## src/rtl/ber_mon_pkg.sv

```systemverilog
`timescale 1ns/1ps
package ber_mon_pkg;

    typedef enum logic [2:0] {
        RATE_1_2 = 3'd0,
        RATE_2_3 = 3'd1,
        RATE_3_4 = 3'd2,
        RATE_5_6 = 3'd3,
        RATE_6_7 = 3'd4,
        RATE_7_8 = 3'd5
    } rate_e;

    localparam int          PH_W   = 3;
    localparam int          HIST_W = 6;
    localparam logic [6:0]  TAPS_X = 7'o171;
    localparam logic [6:0]  TAPS_Y = 7'o133;

    typedef struct packed {
        logic x;
        logic y;
    } pair_t;

    // number of phases in the puncturing cycle of a rate code
    function automatic logic [PH_W-1:0] cycle_len(input logic [2:0] code);
        case (code)
            RATE_2_3: return 3'd2;
            RATE_3_4: return 3'd3;
            RATE_5_6: return 3'd5;
            RATE_6_7: return 3'd6;
            RATE_7_8: return 3'd7;
            default:  return 3'd1;
        endcase
    endfunction

    // which of the two coded bits survive at a given phase (bit p = phase p)
    function automatic pair_t keep_mask(input logic [2:0] code, input logic [PH_W-1:0] ph);
        logic [6:0] mx;
        logic [6:0] my;
        pair_t      k;
        case (code)
            RATE_2_3: begin mx = 7'b0000001; my = 7'b0000011; end
            RATE_3_4: begin mx = 7'b0000101; my = 7'b0000011; end
            RATE_5_6: begin mx = 7'b0010101; my = 7'b0001011; end
            RATE_6_7: begin mx = 7'b0101001; my = 7'b0010111; end
            RATE_7_8: begin mx = 7'b1010001; my = 7'b0101111; end
            default:  begin mx = 7'b0000001; my = 7'b0000001; end
        endcase
        if (ph < cycle_len(code)) begin
            k.x = mx[ph];
            k.y = my[ph];
        end else begin
            k = '0;
        end
        return k;
    endfunction

    // mother-code output for the current bit and six past bits (hist[5] newest)
    function automatic pair_t conv_out(input logic b, input logic [HIST_W-1:0] hist);
        logic [6:0] v;
        pair_t      o;
        v   = {b, hist};
        o.x = ^(v & TAPS_X);
        o.y = ^(v & TAPS_Y);
        return o;
    endfunction

endpackage

```

## src/rtl/bm_reencoder.sv

```systemverilog
`timescale 1ns/1ps
module bm_reencoder
    import ber_mon_pkg::*;
(
    input  logic        clk,
    input  logic        rst,
    input  logic        step,
    input  logic [2:0]  rate,
    input  logic        dec_bit,
    output pair_t       code,
    output pair_t       keep
);

    logic [HIST_W-1:0] hist;
    logic [2:0]        rate_q;
    logic [PH_W-1:0]   phase;
    logic [PH_W-1:0]   phase_inc;

    always_comb begin
        code      = conv_out(dec_bit, hist);
        keep      = keep_mask(rate, phase);
        phase_inc = phase + 3'd1;
    end

    always_ff @(posedge clk) begin
        if (rst) begin
            hist   <= '0;
            rate_q <= RATE_1_2;
            phase  <= '0;
        end else begin
            rate_q <= rate;
            if (step) begin
                hist <= {dec_bit, hist[HIST_W-1:1]};
            end
            if (rate != rate_q) begin
                phase <= '0;
            end else if (step) begin
                phase <= (phase_inc >= cycle_len(rate)) ? '0 : phase_inc;
            end
        end
    end

endmodule

```

## src/rtl/bm_align_delay.sv

```systemverilog
`timescale 1ns/1ps
module bm_align_delay
    import ber_mon_pkg::*;
#(
    parameter int DELAY = 134
) (
    input  logic  clk,
    input  logic  rst,
    input  logic  step,
    input  pair_t din,
    output pair_t dout,
    output logic  warm
);

    localparam int CNT_W = $clog2(DELAY + 1);

    logic [CNT_W-1:0] fill;

    for (genvar i = 0; i < DELAY; i++) begin : g_tap
        pair_t q;
        if (i == 0) begin : g_head
            always_ff @(posedge clk) begin
                if (rst)       q <= '0;
                else if (step) q <= din;
            end
        end else begin : g_body
            always_ff @(posedge clk) begin
                if (rst)       q <= '0;
                else if (step) q <= g_tap[i-1].q;
            end
        end
    end

    assign dout = g_tap[DELAY-1].q;
    assign warm = (fill == CNT_W'(DELAY));

    always_ff @(posedge clk) begin
        if (rst) begin
            fill <= '0;
        end else if (step && !warm) begin
            fill <= fill + 1'b1;
        end
    end

endmodule

```

## src/rtl/bm_err_accum.sv

```systemverilog
`timescale 1ns/1ps
module bm_err_accum
    import ber_mon_pkg::*;
#(
    parameter int ERR_W = 24,
    parameter int PER_W = 24
) (
    input  logic             clk,
    input  logic             rst,
    input  logic [PER_W-1:0] period,
    input  pair_t            cmp_en,
    input  pair_t            cmp_err,
    output logic             done,
    output logic [ERR_W-1:0] result
);

    localparam int BIT_W = PER_W + 2;

    typedef struct packed {
        logic [BIT_W-1:0] bits;
        logic [ERR_W-1:0] errs;
    } acc_t;

    acc_t             st;
    acc_t             mid;
    acc_t             nxt;
    logic [BIT_W-1:0] target;
    logic [ERR_W-1:0] snap;
    logic             hit_x;
    logic             hit_y;

    // one compared bit: count it, add its error with saturation, flag the close
    function automatic acc_t add_bit(input acc_t s, input logic en, input logic e,
                                     input logic [BIT_W-1:0] tgt, output logic hit);
        acc_t n;
        n   = s;
        hit = 1'b0;
        if (en) begin
            n.bits = s.bits + 1'b1;
            n.errs = (&s.errs) ? s.errs : s.errs + ERR_W'(e);
            hit    = (n.bits >= tgt);
        end
        return n;
    endfunction

    always_comb begin
        target = {period, 2'b00};
        snap   = '0;
        mid    = add_bit(st, cmp_en.x, cmp_err.x, target, hit_x);
        if (hit_x) begin
            snap = mid.errs;
            mid  = '0;
        end
        nxt = add_bit(mid, cmp_en.y, cmp_err.y, target, hit_y);
        if (hit_y) begin
            snap = nxt.errs;
            nxt  = '0;
        end
        done = hit_x | hit_y;
        if (period == '0) begin
            nxt  = '0;
            done = 1'b0;
        end
    end

    always_ff @(posedge clk) begin
        if (rst) begin
            st     <= '0;
            result <= '0;
        end else begin
            st <= nxt;
            if (done) begin
                result <= snap;
            end
        end
    end

endmodule

```

## src/rtl/bm_irq_flag.sv

```systemverilog
`timescale 1ns/1ps
module bm_irq_flag (
    input  logic clk,
    input  logic rst,
    input  logic set,
    input  logic clear,
    input  logic enable,
    output logic irq
);

    logic flag;

    always_ff @(posedge clk) begin
        if (rst)        flag <= 1'b0;
        else if (set)   flag <= 1'b1;
        else if (clear) flag <= 1'b0;
    end

    assign irq = flag & enable;

endmodule

```

## src/rtl/reencode_ber_monitor.sv

```systemverilog
`timescale 1ns/1ps
module reencode_ber_monitor
    import ber_mon_pkg::*;
#(
    parameter int ERR_W = 24,
    parameter int PER_W = 24,
    parameter int DELAY = 134
) (
    input  logic             clk,
    input  logic             rst,
    input  logic [2:0]       cfg_rate,
    input  logic [PER_W-1:0] cfg_period,
    input  logic             cfg_irq_en,
    input  logic             irq_clear,
    input  logic             step,
    input  logic             dec_bit,
    input  logic             rx_x,
    input  logic             rx_y,
    output logic [ERR_W-1:0] err_result,
    output logic             irq
);

    pair_t code;
    pair_t keep;
    pair_t rx_in;
    pair_t rx_old;
    pair_t cmp_en;
    pair_t cmp_err;
    logic  warm;
    logic  period_done;

    assign rx_in = '{x: rx_x, y: rx_y};

    bm_reencoder u_enc (
        .clk     (clk),
        .rst     (rst),
        .step    (step),
        .rate    (cfg_rate),
        .dec_bit (dec_bit),
        .code    (code),
        .keep    (keep)
    );

    bm_align_delay #(.DELAY(DELAY)) u_dly (
        .clk  (clk),
        .rst  (rst),
        .step (step),
        .din  (rx_in),
        .dout (rx_old),
        .warm (warm)
    );

    always_comb begin
        cmp_en.x  = keep.x & step & warm;
        cmp_en.y  = keep.y & step & warm;
        cmp_err.x = code.x ^ rx_old.x;
        cmp_err.y = code.y ^ rx_old.y;
    end

    bm_err_accum #(.ERR_W(ERR_W), .PER_W(PER_W)) u_acc (
        .clk     (clk),
        .rst     (rst),
        .period  (cfg_period),
        .cmp_en  (cmp_en),
        .cmp_err (cmp_err),
        .done    (period_done),
        .result  (err_result)
    );

    bm_irq_flag u_irq (
        .clk    (clk),
        .rst    (rst),
        .set    (period_done),
        .clear  (irq_clear),
        .enable (cfg_irq_en),
        .irq    (irq)
    );

endmodule

```

## config.mk

```make
export PLATFORM = sky130hd
export DESIGN_NAME = reencode_ber_monitor
export DESIGN_NICKNAME = d
export VERILOG_FILES = /design/src/rtl/ber_mon_pkg.sv /design/src/rtl/bm_reencoder.sv /design/src/rtl/bm_align_delay.sv /design/src/rtl/bm_err_accum.sv /design/src/rtl/bm_irq_flag.sv /design/src/rtl/reencode_ber_monitor.sv
export SDC_FILE = /design/constraint.sdc
export NUM_CORES = 1
export LEC_CHECK = 0
export BUFFER_PORTS_ARGS = -buffer_cell sky130_fd_sc_hd__buf_4
export CAP_MARGIN = 20
export CORE_AREA = 8 8 184 186
export DETAILED_ROUTE_END_ITERATION = 8
export DIE_AREA = 0 0 192 194
export GPL_TIMING_DRIVEN = 0
export PLACE_DENSITY = 0.77
export REMOVE_ABC_BUFFERS = 1
export SYNTH_ARGS = -nofsm -noshare
export SYNTH_HDL_FRONTEND = slang
export SYNTH_SLANG_ARGS = --single-unit
```

## constraint.sdc

```tcl
create_clock -name clk -period 14.1 [get_ports clk]
set_clock_uncertainty 0.2 [all_clocks]
set_input_delay 0.705 -clock clk [delete_from_list [all_inputs] [get_ports clk]]
set_output_delay 0.705 -clock clk [all_outputs]
set_load 0.05 [all_outputs]
```

* Yosys cells after proc, flatten, opt, wreduce, memory -nomap -nowiden
Index checks and enable logic that the tools add are counted.
** Storage, ports and cells
- Flip-flop bits (word level) :: 363
- Output and inout port bits :: 25
- Logic and storage cells :: 337
** Operators by class
- Add/sub/neg operators :: 6
- $lt $le $gt $ge :: 5
- Eq/ne operators :: 7
- Mux-type cells :: 24
- Bitwise logic cells :: 8
- Reduce and logical (&&, ||, !) cells :: 11
** Operators by type and width (count)
- $mux W50 :: 3
- $mux W24 :: 4
- $add A26 B1 Y26 const B :: 2
- $ge A26 B26 Y1 :: 2
- $add A24 B1 Y24 :: 2
- $reduce_and A24 Y1 :: 2
- $pmux W7 S4 :: 1
- $logic_not A24 Y1 :: 1
- $pmux W6 S4 :: 1
- $pmux W3 S5 :: 1
- $reduce_xor A7 Y1 :: 2
- $mux W3 :: 4
- $add A8 B1 Y8 const B :: 1
- $eq A8 B8 Y1 const B :: 1
- $mux W1 :: 7
- $bmux W1 S3 :: 2
- $eq A3 B2 Y1 const B :: 2
- $eq A3 B3 Y1 const B :: 2
- $and A1 B1 Y1 :: 5
- $lt A3 B4 Y1 const B :: 1
- $reduce_or A2 Y1 :: 2
- $add A3 B1 Y3 const B :: 1
- $eq A3 B1 Y1 const B :: 1
- $ge A3 B3 Y1 :: 1
- 9 further kinds :: 10

* Longest topological paths before layout
Gate-level depths: netlist (run 1).
- Depth in word-level cells :: 16
- Gate-level depth with buffers :: 35

* Cells and area by module
A second synthesis (run 1) with hierarchy kept.
** Unflattened totals
- Cell total of the unflattened synthesis :: 2015
- Area total of the unflattened synthesis :: 18205.0 um2
** By module, submodules not included
- bm_align_delay :: times used 1, cells each 914, area each 9815.7 um2
- bm_err_accum :: times used 1, cells each 997, area each 7485.9 um2
- bm_reencoder :: times used 1, cells each 95, area each 828.3 um2
- bm_irq_flag :: times used 1, cells each 5, area each 45.0 um2
- reencode_ber_monitor :: times used 1, cells each 4, area each 30.0 um2

* Worst setup path before layout (run 1)
OpenSTA, ideal clock, no wires.
- Path kind :: register to register
- From :: register u_acc.st[24] (netlist bit)
- To :: register u_acc.result[5]
- Arrival :: 7.480 ns
- Data required time :: 13.766 ns
- Path slack :: 6.287 ns
- Cell stages (with the launch flop) :: 34
- Path buffers :: 3
- Clock period less this slack :: 7.813 ns
- Path through :: dfxtp_1 > ha_1 > nand3_1 > nor3_1 > nand3_1 > nor2_1 > nand3_1 > xnor2_1 > ha_1 > a21oi_1 > a21boi_0 > a211oi_1 > nand4_1 > nand2_1 > nand2_1 > o21ai_0 > ha_1 > or4b_1 > buf_2 > or2_1 > buf_6 > nor3_1 > xnor2_1 > ha_1 > a21o_1 > a211oi_1 > o21ai_0 > o211ai_1 > a31oi_1 > o22ai_1 > clkbuf_1 > nor3_1 > a21oi_1 > o22ai_1
** Between the ends
- Longest elaborated chain between the ends :: 9
** Ends and longest elaborated chain
- start: declaration :: line bm_err_accum.sv:24 : acc_t st;
- start signal: assignment :: line bm_err_accum.sv:71 : st <= nxt;
- $add A26 B1 Y26 :: line bm_err_accum.sv:39 : n.bits = s.bits + 1'b1;
- $ge A26 B26 Y1 :: line bm_err_accum.sv:41 : hit = (n.bits >= tgt);
- $mux W1 :: line bm_err_accum.sv:38 : if (en) begin
- $mux W50 :: line bm_err_accum.sv:50 : if (hit_x) begin
- $add A26 B1 Y26 :: line bm_err_accum.sv:39
- $ge A26 B26 Y1 :: line bm_err_accum.sv:41
- $mux W1 :: line bm_err_accum.sv:38
- $or A1 B1 Y1 :: line bm_err_accum.sv:59 : done = hit_x | hit_y;
- $mux W1 :: line bm_err_accum.sv:60 : if (period == '0) begin
- end signal: assignment :: line bm_err_accum.sv:73 : result <= snap;
- end: declaration :: line bm_err_accum.sv:14 : output logic [ERR_W-1:0] result
Several ways; a longest one is shown, not always the timed one.
A chain may end at the register's enable or synchronous reset.

* Worst setup path in the final report (run 1)
- From :: register u_acc.st[24] (netlist bit)
- To :: register u_acc.result[16]
Same word-level chain as after synthesis.

==> metrics.txt, run 1 <==
run status=finished clean; Post-synth EDFFs=0; worst r2r src=u_acc.st[24]; Starting Density=58.7%; CTS tree=yes; via count=14607; Setup crit end=u_acc.result[16]; VDD IR max=0.135 mV; via density per instance=5.92; die footprint=37200 µm²; Distinct cells, synth=92; worst hold path class=in -> reg; # H-tree levels=2; cells on worst reg2reg path=31; async set-reset flop share out of synthesis=0%; largest net degree at the start of global routing=183; crit path launch=u_acc.st[24]; slowest stage delay, CP=0.74 ns; Initial DRC Count=1088; number of synthesized register bits=363; Post-CTS Setup Inserts=0; Startpoint Class=flop; cts bufs inserted=38; Clock Path Buffers=3; fin crit share=77.6%; Routed Antenna Nets=0; drt first pass iters=6; placed cell count=2395; Worst setup EP type=flop; clk_lat worst skew=0.52 ns; layout cells sized above 1=9.11%; Area Overhead vs Synth=10.9%; yosys warns=0; commonest non-fill, non-tap cell in the layout=nor2_1; setup TNS=0 ns; Slew Viols, Final=0; total grt overflow=0; Max Cap Viol=0; Final GP Congestion=0.965; Period minus WS final=10.95 ns; row count=65; post-DR wirelength/cell=16.7 µm; critical path type=reg -> reg; R2R setup slack=3.15 ns; final std cells w/o fill=2466; nets=2140; Ant. Diodes=0; die height=194 µm; Avg Cell Area, Syn=8.94 µm²; Final Hold Violating Endpoints=0; RSZ-0062 raised after global routing=no; post-cts sizing count=0; Slew @ Worst Pin=1.08 ns; Max-slew headroom=27.3%; Mapped Area=18300 µm²; hold buffers post-CTS=0; initial antenna violation count=1; Crit path required time=14.30 ns; final setup vio count=0; Global Route Usage Sum=21.5%; top_reg_cell synth=dfxtp_1; most used cell, CP=ha_1; Clk pin slew, worst setup/hold paths=0.06 ns; global-route wire length before repair=68.0 mm; Yosys top cell area share=39.8%; Residual DRC=0; LEAKAGE=8.42 nW; Synth area leader=dfxtp_1; final wirelength=41.2 mm; die extent in x=192 µm; CP max stage cell=nor3_1; fmax=0.0913 GHz; clk root buf=clkbuf_16; DPL Wire Length=28.1 mm; vias in the first global route=14153; pwr dens=105 nW/µm²; CTS Sinks=363; reg2reg end=u_acc.result[16]; most frequent cells in the layout=413 x nor2_1, 363 x dfxtp_1, 281 x mux2i_1, 88 x nand2_1, 74 x xnor2_1; PortBufs=59; boundary pin count=60; register area share after synthesis=39.8%; Core ar.=31100 µm²; Syn Inst Count=2041; worst-path fanout max=19; Synth area leaders=dfxtp_1 40%, mux2i_1 15%, nor2_1 8.5%; critical path data arrival time=11.15 ns
## state kept, by name (all words and copies together) (netlist names)
name and cells:
u_irq.flag 1, u_dly.g_tap.q 266, u_acc.st 50, u_enc.hist 6, u_enc.rate_q 3, u_dly.dout 2
u_enc.phase 3, u_dly.fill 8, u_acc.result 24
## Yosys cell counts, drive strengths merged (8+ instances only)
| cell type | n |
|---|---|
| nor2 | 416 |
| dfxtp | 363 |
| mux2i | 281 |
| nand2 | 89 |
| xnor2 | 74 |
| clkbuf | 69 |
| ha | 69 |
| a21oi | 65 |
| xor2 | 52 |
| o21ai | 50 |
| buf | 49 |
| nor3 | 48 |
| inv | 47 |
| nand3 | 40 |
| nor4 | 40 |
| nand4 | 30 |
| and3 | 20 |
| a22oi | 16 |
| o31ai | 16 |
| and2 | 13 |
| nor2b | 12 |
| or3 | 12 |
| nand2b | 11 |
| o22ai | 11 |
| or4 | 10 |
| nor3b | 9 |
| a31oi | 8 |
| o211ai | 8 |
## stage by stage
step                      hold slack [ns]  power (mW)  util (%)  instance area [µm²]  setup slack [ns]
final                               0.221        2.13      65.1                20200              3.15
after floorplan                     0.239        1.09         -                17700              5.45
after global placement              0.254        1.15      60.2                18700            0.0890
after CTS                           0.190        2.16      65.0                20200              3.36
after detailed placement            0.280        1.15      60.9                18900              3.43
after global routing                0.220        2.20      65.1                20200              2.59
## how the worst min path moves through the flow
| stage | from | endpoint | slack [ns] | cells past startpoint |
|---|---|---|---|---|
| floorplan | u_irq.flag | u_irq.flag | 0.24 | 2 |
| global placement | u_irq.flag | u_irq.flag | 0.25 | 2 |
| detailed placement | u_dly.g_tap[16].q[0] | u_dly.g_tap[17].q[0] | 0.28 | 2 |
| CTS | rx_x | u_dly.g_tap[0].q[1] | 0.19 | 3 |
| global route | rx_y | u_dly.g_tap[0].q[0] | 0.22 | 3 |
| finish | rx_x | u_dly.g_tap[0].q[1] | 0.22 | 3 |
## cell type report
cell class / instances / area, µm²
Fill cell: 2511 / 10800
Clock buffer: 49 / 1080
Sequential cell: 363 / 7270
Tap cell: 402 / 503
Multi-Input combinational cell: 1513 / 10300
Clock inverter: 19 / 210
Inverter: 47 / 176
Timing Repair Buffer: 73 / 661
## per-layer routing
layer	wire (µm)	global-route usage, %
met3	2680	3.40
met4	1350	8.09
met2	19400	36.4
met1	17700	26.9
met5	13	0
## worst max-delay path: cells and delay by family, from the launching register on
kind            cells  cell delay, ns
fa+ha+maj           4            1.16
simple gates       14            5.52
compound gates      9            2.69
flops               1            0.42
buf+inv             2            0.50
xor+xnor            2            0.32
## report_power, final
group / switching [mW] / internal (mW) / leakage (nW)
Clock: 0.405 / 0.601 / 0.637
Sequential: 0.00166 / 1.03 / 2.92
Combinational: 0.0566 / 0.0368 / 4.86
Total: 0.463 / 1.67 / 8.42
## kinds of logic (layout without fill, tap and decap cells)
logic type | Yosys count | after routing | synth area share, %
simple gates | 783 | 783 | 20.4
mux | 281 | 281 | 15.4
compound gates | 254 | 254 | 9.91
flops | 363 | 363 | 39.8
buf+inv | 165 | 188 | 3.74
fa+ha+maj | 69 | 69 | 4.73
xor+xnor | 126 | 126 | 6.05
Note: power is estimated with default switching activity, not from simulation.
==> run 2: changes to the inputs <==
--- a/config.mk
+++ b/config.mk
@@ -5,13 +5,14 @@
 export SDC_FILE = /design/constraint.sdc
 export NUM_CORES = 1
 export LEC_CHECK = 0
+export ABC_AREA = 1
 export BUFFER_PORTS_ARGS = -buffer_cell sky130_fd_sc_hd__buf_4
 export CAP_MARGIN = 20
-export CORE_AREA = 8 8 184 186
+export CORE_AREA = 8 8 190 192
 export DETAILED_ROUTE_END_ITERATION = 8
-export DIE_AREA = 0 0 192 194
+export DIE_AREA = 0 0 198 200
 export GPL_TIMING_DRIVEN = 0
-export PLACE_DENSITY = 0.77
+export PLACE_DENSITY = 0.76
 export REMOVE_ABC_BUFFERS = 1
 export SYNTH_ARGS = -nofsm -noshare
 export SYNTH_HDL_FRONTEND = slang
==> constraint.sdc (replaced) <==
create_clock -name clk -period 8.8 [get_ports clk]
set_clock_uncertainty 0.2 [all_clocks]
set_input_delay 0.44 -clock clk [delete_from_list [all_inputs] [get_ports clk]]
set_output_delay 0.44 -clock clk [all_outputs]
set_load 0.05 [all_outputs]
==> metrics.txt, run 2 <==
Syn Inst Count=2772 (was 2041); fmax=0.121 GHz (was 0.0913 GHz); CP bufs+invs=4 (was 2); global-route wire length before repair=74.9 mm (was 68.0 mm); placed cell area=19200 µm² (was 18900 µm²); Routed Antenna Nets=0 (unchanged); row count=67 (was 65); Mapped Area=18600 µm² (was 18300 µm²); CTS tree=yes (unchanged); Period minus WS final=8.24 ns (was 10.95 ns); fin area=20700 µm² (was 20200 µm²); Slew @ Worst Pin=0.953 ns (was 1.08 ns); boundary pin count=60 (unchanged); via count=17129 (was 14607); Regs by FF count=u_dly.g_tap.q x266, u_acc.st x50, u_acc.result x24 (unchanged); via density per instance=5.29 (was 5.92); Synth area leader=dfxtp_1 (unchanged); Final GP Congestion=0.949 (was 0.965); LEAKAGE=9.46 nW (was 8.42 nW); Post-synth EDFFs=0 (unchanged); Initial DRC Count=1183 (was 1088); Max-slew headroom=36.4% (was 27.3%); Area Overhead vs Synth=11.3% (was 10.9%); cts bufs inserted=38 (unchanged); clk root buf=clkbuf_16 (unchanged); cells on worst reg2reg path=39 (was 31); max reg flops=266 (unchanged); vias in the first global route=15665 (was 14153); Hold Path Stages=3 (unchanged); Crit path required time=9.03 ns (was 14.30 ns); worst-path fanout max=38 (was 19); die footprint=39600 µm² (was 37200 µm²); yosys warns=0 (unchanged); Max Cap Viol=0 (unchanged); VDD IR max=0.223 mV (was 0.135 mV); origin of the worst min-delay path=cfg_rate[1] (was rx_x); PortBufs=59 (unchanged); Yosys top cell area share=39.0% (was 39.8%); die height=200 µm (was 194 µm); Worst setup EP type=flop (unchanged); CP delay by family, top=simple AND/OR/NAND/NOR gates (unchanged); initial antenna violation count=2 (was 1); reg2reg end=u_acc.result[13] (was u_acc.result[16]); most frequent cells in the layout=738 x nor2_1, 443 x nand2_1, 363 x dfxtp_1, 326 x o21ai_0, 226 x inv_1 (was 413 x nor2_1, 363 x dfxtp_1, 281 x mux2i_1, 88 x nand2_1, 74 x xnor2_1); Final Hold Violating Endpoints=0 (unchanged); drt first pass iters=5 (was 6); worst r2r src=u_acc.st[24] (unchanged); register area share after synthesis=39.0% (was 39.8%); die extent in x=198 µm (was 192 µm); fin crit share=93.7% (was 77.6%); run status=finished clean (unchanged); most used cell, CP=nand2_1 (was ha_1); Distinct cells, synth=51 (was 92); Residual DRC=0 (unchanged); critical path type=reg -> reg (unchanged); nets=2859 (was 2140); Clock Path Buffers=3 (unchanged); CTS Sinks=363 (unchanged); final wirelength=45.4 mm (was 41.2 mm); # H-tree levels=2 (unchanged); Avg Cell Area, Syn=6.72 µm² (was 8.94 µm²); pwr dens=179 nW/µm² (was 105 nW/µm²); Post-synth top cells=738 x nor2_1, 444 x nand2_1, 363 x dfxtp_1 (was 414 x nor2_1, 363 x dfxtp_1, 281 x mux2i_1); Worst Hold End=u_enc.rate_q[1] (was u_dly.g_tap[0].q[1]); layout cells sized above 1=7.79% (was 9.11%); worst hold path class=in -> reg (unchanged); async set-reset flop share out of synthesis=0% (unchanged); Startpoint Class=flop (unchanged); clk_lat worst skew=0.55 ns (was 0.52 ns); final setup vio count=0 (unchanged); Slew Viols, Final=0 (unchanged); leading cell type by number of instances after synthesis=nor2_1 (unchanged); commonest non-fill, non-tap cell in the layout=nor2_1 (unchanged); top_reg_cell synth=dfxtp_1 (unchanged); post-DR wirelength/cell=14.0 µm (was 16.7 µm); CP max stage cell=o21ai_4 (was nor3_1); largest net degree at the start of global routing=222 (was 183); DPL Wire Length=29.9 mm (was 28.1 mm); slowest stage delay, CP=0.50 ns (was 0.74 ns); Global Route Usage Sum=22.5% (was 21.5%); critical path data arrival time=8.47 ns (was 11.15 ns); Clk pin slew, worst setup/hold paths=0.06 ns (about the same); Overall Power=3.71 mW (was 2.13 mW); Synth area leaders=dfxtp_1 39%, nor2_1 15%, nand2_1 8.9% (was dfxtp_1 40%, mux2i_1 15%, nor2_1 8.5%); R2R setup slack=0.56 ns (was 3.15 ns); total grt overflow=0 (unchanged); Top reg by flops=u_dly.g_tap.q (unchanged); number of synthesized register bits=363 (unchanged); Starting Density=56.3% (was 58.7%); Core ar.=33100 µm² (was 31100 µm²)
[run 2: cell count changes after synthesis, moves of 58 or more]
cell,change
inv_1,+181
mux2i_1,-281
nor2_1,+324
nand2_1,+356
xnor2_1,-64
nand3_1,+58
o21ai_0,+278
[run 2: area by class of cell]
class / count / area (µm²)
repair buffers: 77 / 718
inverters: 241 / 928
clock buffers: 50 / 1090
diodes: 3 / 7.51
flip-flops and latches: 363 / 7270
multi-input cells: 2034 / 9910
clock inverters: 19 / 272
well taps: 448 / 561
fillers: 3035 / 12400
[run 2: how the worst max path moves through the flow]
stage	start	endpoint	slack, ns	cells after the start
finish	u_acc.st[24]	u_acc.result[13]	0.56	39
global route	u_acc.st[24]	u_acc.result[15]	-0.004	38
CTS	u_acc.st[24]	u_acc.result[8]	0.13	39
detailed placement	cfg_rate[1]	u_acc.st[39]	-0.58	32
global placement	step	u_acc.result[6]	-2.47	27
floorplan	u_acc.st[24]	u_acc.result[19]	1.23	39
[run 2: routing by layer]
| layer | up-vias | wire length (µm) | track usage (%) |
|---|---|---|---|
| met1 | 7807 | 20400 | 29.1 |
| met2 | 391 | 21300 | 37.9 |
| met4 | 0 | 1030 | 7.30 |
| li1 | 8844 | - | - |
| met3 | 87 | 2560 | 3.74 |
| met5 | - | 0 | 0 |
[run 2: cell families (layout without fill, tap and decap cells)]
kind of cell,Yosys count,after routing,synth area share (%)
other cells,0,3,0
flops,363,363,39.0
simple gates,1424,1426,32.0
buf+inv,378,387,8.19
fa+ha+maj,69,69,4.63
compound gates,478,479,13.4
xor+xnor,60,60,2.86
[run 2: worst register-to-register path: cells and delay by family, from the launching register on]
| kind | cells | cell delay (ns) |
|---|---|---|
| AND/OR/NAND/NOR | 23 | 4.36 |
| AO/OA/AOI/OAI | 8 | 1.54 |
| adder cells (fa/ha/maj) | 3 | 0.72 |
| buffers and inverters | 4 | 0.58 |
| flip-flops | 1 | 0.41 |
| XOR/XNOR | 1 | 0.28 |
[run 2: where the power goes]
group          leakage (nW)  internal [mW]  total [mW]  switching [mW]
Sequential             2.98           1.72        1.76          0.0377
Combinational          5.82         0.0875       0.241           0.154
Clock                 0.665           1.03        1.71           0.680
Total                  9.46           2.84        3.71           0.871
[run 2: stage by stage]
| stage | instances | util, % | setup TNS [ns] | hold WS [ns] | setup slack, ns |
|---|---|---|---|---|---|
| after CTS | 3226 | 62.4 | 0 | 0.000316 | 0.127 |
| final | 3235 | 62.7 | 0 | 0.0200 | 0.558 |
| after detailed placement | 3148 | 58.0 | -11.22 | 0.261 | -0.583 |
| after floorplan | 2635 | - | 0 | 0.237 | 1.23 |
| after global placement | 3142 | 57.4 | -116.48 | 0.253 | -2.47 |
| after global routing | 3234 | 62.6 | -0.00388 | 0.0456 | -0.00388 |
[run 2: what timing repair did]
item,4_1_cts,5_1_grt
resized for setup,2,6
cloned,2,1
pin swaps,2,3
hold buffers,7,0
endpoints found under the setup margin,26,48
buffers inserted,0,4
endpoints found under the hold margin,7,0
